### src/rtl/psr_pkg.sv
package psr_pkg;

  // Origin of the byte presented on the read data output.
  typedef enum logic {
    SRC_REG = 1'b0,
    SRC_MEM = 1'b1
  } psr_src_e;

endpackage

### src/rtl/psr_decode.sv
module psr_decode #(
  parameter int ADDR_W    = 8,
  parameter int REG_BYTES = 32,
  localparam int REG_AW   = $clog2(REG_BYTES),
  localparam int PAIR_W   = REG_AW - 1
) (
  input  logic [ADDR_W-1:0] addr,
  output logic              is_reg,
  output logic              is_msb,
  output logic [PAIR_W-1:0] pair_idx,
  output logic [REG_AW-1:0] reg_off
);

  // Register region is the low REG_BYTES addresses; above it is memory.
  always_comb begin
    is_reg   = (addr[ADDR_W-1:REG_AW] == '0);
    reg_off  = addr[REG_AW-1:0];
    pair_idx = addr[REG_AW-1:1];
    // High byte of a pair sits at the even address.
    is_msb   = is_reg && !addr[0];
  end

endmodule

### src/rtl/psr_hold.sv
module psr_hold #(
  parameter int DATA_W = 8,
  parameter int PAIR_W = 4
) (
  input  logic              clk,
  input  logic              rst_n,
  input  logic              cmd_start,
  input  logic              cmd_end,
  input  logic              load,
  input  logic [PAIR_W-1:0] load_pair,
  input  logic [DATA_W-1:0] load_lsb,
  output logic              held,
  output logic [PAIR_W-1:0] held_pair,
  output logic [DATA_W-1:0] held_lsb
);

  logic              held_q, held_d;
  logic [PAIR_W-1:0] pair_q, pair_d;
  logic [DATA_W-1:0] lsb_q, lsb_d;
  logic              data_en;

  // End of command has top priority, then a capture, then a fresh start.
  always_comb begin
    held_d  = held_q;
    pair_d  = pair_q;
    lsb_d   = lsb_q;
    data_en = 1'b0;
    if (cmd_end) begin
      held_d = 1'b0;
    end else if (load) begin
      held_d  = 1'b1;
      pair_d  = load_pair;
      lsb_d   = load_lsb;
      data_en = 1'b1;
    end else if (cmd_start) begin
      held_d = 1'b0;
    end
  end

  always_ff @(posedge clk or negedge rst_n) begin
    if (!rst_n) begin
      held_q <= 1'b0;
    end else begin
      held_q <= held_d;
    end
  end

  always_ff @(posedge clk or negedge rst_n) begin
    if (!rst_n) begin
      pair_q <= '0;
      lsb_q  <= '0;
    end else if (data_en) begin
      pair_q <= pair_d;
      lsb_q  <= lsb_d;
    end
  end

  assign held      = held_q;
  assign held_pair = pair_q;
  assign held_lsb  = lsb_q;

endmodule

### src/rtl/psr_outmux.sv
module psr_outmux
  import psr_pkg::*;
#(
  parameter int DATA_W = 8
) (
  input  logic              clk,
  input  logic              rst_n,
  input  logic              req,
  input  psr_src_e          src,
  input  logic [DATA_W-1:0] reg_byte,
  input  logic [DATA_W-1:0] mem_rdata,
  output logic [DATA_W-1:0] rd_data,
  output logic              rd_valid
);

  logic              valid_q, valid_d;
  psr_src_e          src_q, src_d;
  logic [DATA_W-1:0] data_q, data_d;

  always_comb begin
    valid_d = req;
    src_d   = src_q;
    data_d  = data_q;
    if (req) begin
      src_d = src;
      if (src == SRC_REG) begin
        data_d = reg_byte;
      end
    end
  end

  always_ff @(posedge clk or negedge rst_n) begin
    if (!rst_n) begin
      valid_q <= 1'b0;
      src_q   <= SRC_REG;
      data_q  <= '0;
    end else begin
      valid_q <= valid_d;
      if (req) begin
        src_q  <= src_d;
        data_q <= data_d;
      end
    end
  end

  // Memory answers one cycle after its request, so it is passed through.
  assign rd_data  = (src_q == SRC_MEM) ? mem_rdata : data_q;
  assign rd_valid = valid_q;

endmodule

### src/rtl/pair_snap_reader.sv
module pair_snap_reader
  import psr_pkg::*;
#(
  parameter int ADDR_W    = 8,
  parameter int DATA_W    = 8,
  parameter int REG_BYTES = 32,
  localparam int REG_AW   = $clog2(REG_BYTES),
  localparam int PAIR_W   = REG_AW - 1,
  localparam int LIVE_W   = REG_BYTES * DATA_W
) (
  input  logic              clk,
  input  logic              rst_n,
  input  logic [LIVE_W-1:0] live_regs,
  input  logic              cmd_start,
  input  logic              cmd_end,
  input  logic              rd_req,
  input  logic [ADDR_W-1:0] rd_addr,
  output logic [DATA_W-1:0] rd_data,
  output logic              rd_valid,
  output logic              mem_req,
  output logic [ADDR_W-1:0] mem_addr,
  input  logic [DATA_W-1:0] mem_rdata
);

  logic [DATA_W-1:0] live_byte [REG_BYTES];

  for (genvar gi = 0; gi < REG_BYTES; gi++) begin : g_unpack
    assign live_byte[gi] = live_regs[gi*DATA_W +: DATA_W];
  end

  logic              is_reg;
  logic              is_msb;
  logic [PAIR_W-1:0] pair_idx;
  logic [REG_AW-1:0] reg_off;

  psr_decode #(
    .ADDR_W   (ADDR_W),
    .REG_BYTES(REG_BYTES)
  ) u_decode (
    .addr    (rd_addr),
    .is_reg  (is_reg),
    .is_msb  (is_msb),
    .pair_idx(pair_idx),
    .reg_off (reg_off)
  );

  logic              cap_load;
  logic [DATA_W-1:0] cap_lsb_in;
  logic              held;
  logic [PAIR_W-1:0] held_pair;
  logic [DATA_W-1:0] held_lsb;

  always_comb begin
    cap_load   = rd_req && is_msb;
    cap_lsb_in = live_byte[{pair_idx, 1'b1}];
  end

  psr_hold #(
    .DATA_W(DATA_W),
    .PAIR_W(PAIR_W)
  ) u_hold (
    .clk      (clk),
    .rst_n    (rst_n),
    .cmd_start(cmd_start),
    .cmd_end  (cmd_end),
    .load     (cap_load),
    .load_pair(pair_idx),
    .load_lsb (cap_lsb_in),
    .held     (held),
    .held_pair(held_pair),
    .held_lsb (held_lsb)
  );

  logic [DATA_W-1:0] reg_byte;
  psr_src_e          src;

  always_comb begin
    src = is_reg ? SRC_REG : SRC_MEM;
    if (!is_msb && held && (held_pair == pair_idx)) begin
      reg_byte = held_lsb;
    end else begin
      reg_byte = live_byte[reg_off];
    end
  end

  psr_outmux #(
    .DATA_W(DATA_W)
  ) u_outmux (
    .clk      (clk),
    .rst_n    (rst_n),
    .req      (rd_req),
    .src      (src),
    .reg_byte (reg_byte),
    .mem_rdata(mem_rdata),
    .rd_data  (rd_data),
    .rd_valid (rd_valid)
  );

  assign mem_req  = rd_req && !is_reg;
  assign mem_addr = rd_addr;

endmodule

### config.mk
export PLATFORM = sky130hd
export DESIGN_NAME = pair_snap_reader
export DESIGN_NICKNAME = d
export VERILOG_FILES = /design/src/rtl/psr_pkg.sv /design/src/rtl/psr_decode.sv /design/src/rtl/psr_hold.sv /design/src/rtl/psr_outmux.sv /design/src/rtl/pair_snap_reader.sv
export SDC_FILE = /design/constraint.sdc
export NUM_CORES = 1
export LEC_CHECK = 0
export BUFFER_PORTS_ARGS = -buffer_cell sky130_fd_sc_hd__buf_4
export CORE_UTILIZATION = 35
export DETAILED_ROUTE_END_ITERATION = 8
export HOLD_SLACK_MARGIN = 0.03
export PLACE_DENSITY_LB_ADDON = 0.12
export SLEW_MARGIN = 30
export SYNTH_ARGS = -nofsm -noshare
export SYNTH_HDL_FRONTEND = slang
export SYNTH_HIERARCHICAL = 1
export SYNTH_SLANG_ARGS = --single-unit
### constraint.sdc
create_clock -name clk -period 1.8 [get_ports clk]
set_input_delay 0.27 -clock clk [delete_from_list [all_inputs] [get_ports clk]]
set_output_delay 0.27 -clock clk [all_outputs]
set_load 0.02 [all_outputs]
==> run_results.csv <==
group,metric,value,unit
status,status,"complete, but fails checks",
status,violations,"setup timing",
critical_path,crit_required,1.94,ns
sta,period_needed,1.842,ns
floorplan,die_h,115.0,µm
global_route,grt_antenna_before_repair,0,
job,drv_cap,0,
cts,cts_buffers,3,
synth,synth_top_area_cell,"mux4_2",
placement,dp.cells,835,
critical_path,worstPathArrival,1.98,ns
synth,yosysUniqueCellTypes,39,
pwr,p_total,0.003074,W
synth,postSynth.asyncResetShare,100.0,%
global_route,grt_pass1_vias,5137,
synth,yosysWarnings,6,
sta,skew,0.004010,ns
floorplan,die_area,13220,µm²
placement,pre_cts_ws,-0.6227,ns
synth,synth_fp_nets,646,
critical_path,crit_path_start_kind,"input port",
route,wl,18540,µm
cts,clock_sink_count,23,
sta,post-route-period-util,102.3,%
global_route,grtUsageTotal,27.73,%
floorplan,core_area,12210,µm²
placement,placed_area,7136,µm²
global_route,grt_pass1_wl,27510,µm
critical_path,reg2reg_to,"u_outmux/data_q[1]",
critical_path,reg2reg_from,"u_hold/held_pair[3]",
route,first_pass_iters,4,
sta,hold_viol,0,
finish,antennaDiodeCount,0,
floorplan,initial_core_util,36.58,%
pwr,p_per_area,415.4,nW/µm²
placement,portBuffers,294,
route,ant_nets,0,
cts,cts_tree,"yes",
synth,synth.cells.most_frequent,"mux4_2, mux2i_1, dfrtp_1, mux2_2, mux2_4",
route,num_vias,4715,
pwr,irDropWorstVdd,291.7,µV
cts,insertion_delay,0.26,ns
critical_path,worst_setup_path_end_kind,"flop",
synth,synth_most_common_cell,"mux4_2",
cts,htreeDepth,1,
global_route,grt-ovfl-total,0,
synth,yosys_most_used_dff,"dfrtp_1",
global_route,grt_max_degree,24,
sta,slew_headroom,67.42,%
cts,cts.reportedPaths.clkPinSlew,0.06,ns
cts,clockBufferDepth,2,
route,wl_per_cell,22.05,µm
critical_path,ff2ff_path_depth,7,
route,drc,0,
finish,area_growth,65.63,%
route,viasPerCell,5.606,
route,first_iter_violations,214,
floorplan,io_pins,295,
finish,layout-drive-gt1-share,75.33,%
floorplan,rows,40,
cts,clockRootBuffer,"clkbuf_16",
sta,maxSlewViolCount,0,
critical_path,worstPathMaxFanout,16,
synth,synth_area,4467,µm²
synth,ys_seq_area_share,12.89,%
synth,synth_seq_cells,23,
finish,final_cell_area,7398,µm²
synth,syn-instance-count,369,
synth,yosys-top-cells-area,"mux4_2, dfrtp_1, mux2i_1, mux2_4, mux2_2",
sta,fin_ws,-0.04179,ns
hold_path,hp-class,"input port to flop",
synth,synth_edf_count,0,
floorplan,die-width,115.0,µm
sta,setup_viol,2,
finish,final_nets,951,
sta,fmax,542.9,MHz
critical_path,critPathKind,"input port to flop",
synth,syn_area_per_cell,12.11,µm²
placement,dpl.hpwl,16060,µm
pwr,total_leakage_power,3.312,nW
sta,rsz0062_at_grt,"true",
critical_path,setup.worst_path.end,"u_outmux/data_q[1]",
placement,gp_congestion,0.8794,
finish,layoutNonFillerInstCount,841,
critical_path,startpoint,"rd_addr[1]",
sta,tightest_slew,0.4865,ns
critical_path,r2r_setup_slack,0.03,ns
synth,synth_top_area_share,39.33,%
## stage by stage
stage          util, %  hold WS [ns]  setup TNS, ns
2_1_floorplan        -      -0.02559         -2.849
6_report         60.58        0.1525       -0.06043
3_5_place_dp     58.43        0.1875         -7.752
4_1_cts          59.88        0.1522              0
3_3_place_gp     58.43        0.1878         -7.436
5_1_grt          60.58        0.1557        -0.2811
## timing repair
item / 4_1_cts / 5_1_grt
hold buffers: 1 / 0
gates cloned: 1 / 0
gates resized for setup: 18 / 22
hold endpoints to repair: 23 / 0
endpoints found under the setup margin: 16 / 11
buffers inserted: 1 / 0
pin swaps: 2 / 0
## registers in the layout (all words and copies together) (netlist names)
name and flops:
u_outmux/rd_valid 1, u_hold/held_pair 4, u_hold/held_lsb 8, u_outmux/src_q 1, u_hold/held 1, u_outmux/data_q 8
## cells in the final DEF (no fill, tap or decap), types with 3 or more instances in the layout
cell / instances
a22oi_1: 14
inv_1: 3
clkbuf_16: 3
a21oi_1: 8
and2_1: 16
mux2_2: 12
buf_4: 340
o21ai_2: 5
dfrtp_1: 23
a211oi_1: 6
a2111oi_1: 4
buf_12: 5
nand2b_1: 9
mux2_4: 25
a2111oi_2: 3
nand2_1: 9
o22ai_1: 8
xnor2_1: 3
a221oi_2: 8
or3_4: 6
buf_6: 7
mux4_2: 78
nor3_1: 8
mux2i_1: 38
## kinds of logic (layout without fill, tap and decap cells)
group / after synthesis / in the layout / synth area share, %
muxes: 153 / 153 / 58.68
AOI/OAI and AO/OA: 66 / 66 / 10.64
xor gates and xnor gates: 4 / 4 / 0.7845
and+or+nand+nor: 64 / 64 / 8.768
DFF: 23 / 23 / 12.89
buffers and inverters: 59 / 363 / 8.235
## worst min-delay path by stage
stage               startpoint                 end  slack, ns  cells after the start
finish                  rd_req   u_outmux/rd_valid       0.15                      1
detailed placement       rst_n  u_outmux/data_q[1]       0.19                      1
CTS                     rd_req   u_outmux/rd_valid       0.15                      1
floorplan                rst_n         u_hold/held      -0.03                      0
global placement         rst_n  u_hold/held_lsb[4]       0.19                      1
global route            rd_req   u_outmux/rd_valid       0.16                      1
## layer usage
| layer | wire length (µm) | up-vias | global-route usage (%) |
|---|---|---|---|
| li1 | - | 2138 | - |
| met1 | 6872 | 2332 | 32.28 |
| met2 | 10040 | 211 | 52.57 |
| met3 | 1159 | 34 | 4.270 |
| met4 | 470 | 0 | 7.532 |
| met5 | 0 | - | 0 |
## area by class of cell
type                       instances  area [µm²]
clock buffer                       3       75.07
clock inverter                     1       5.005
fill                            1091        4813
inverter                           3       11.26
multi-input combinational        287        3710
sequential                        23       575.6
tap                              168       210.2
timing repair buffer             356        2811
## critical path: stages
cell and delay (ns):
buf_16 0.15, buf_6 0.14, mux4_2 0.52, nand2b_4 0.17, a221oi_4 0.33, o21ai_2 0.13, mux2_4 0.27
## power breakdown
part	total (W)	internal, W	switching [W]
combinational	0.00185	0.00118	0.000671
clock	0.000490	0.000299	0.000191
sequential	0.000734	0.000638	0.0000956
Note: power is estimated with default switching activity, not from simulation.
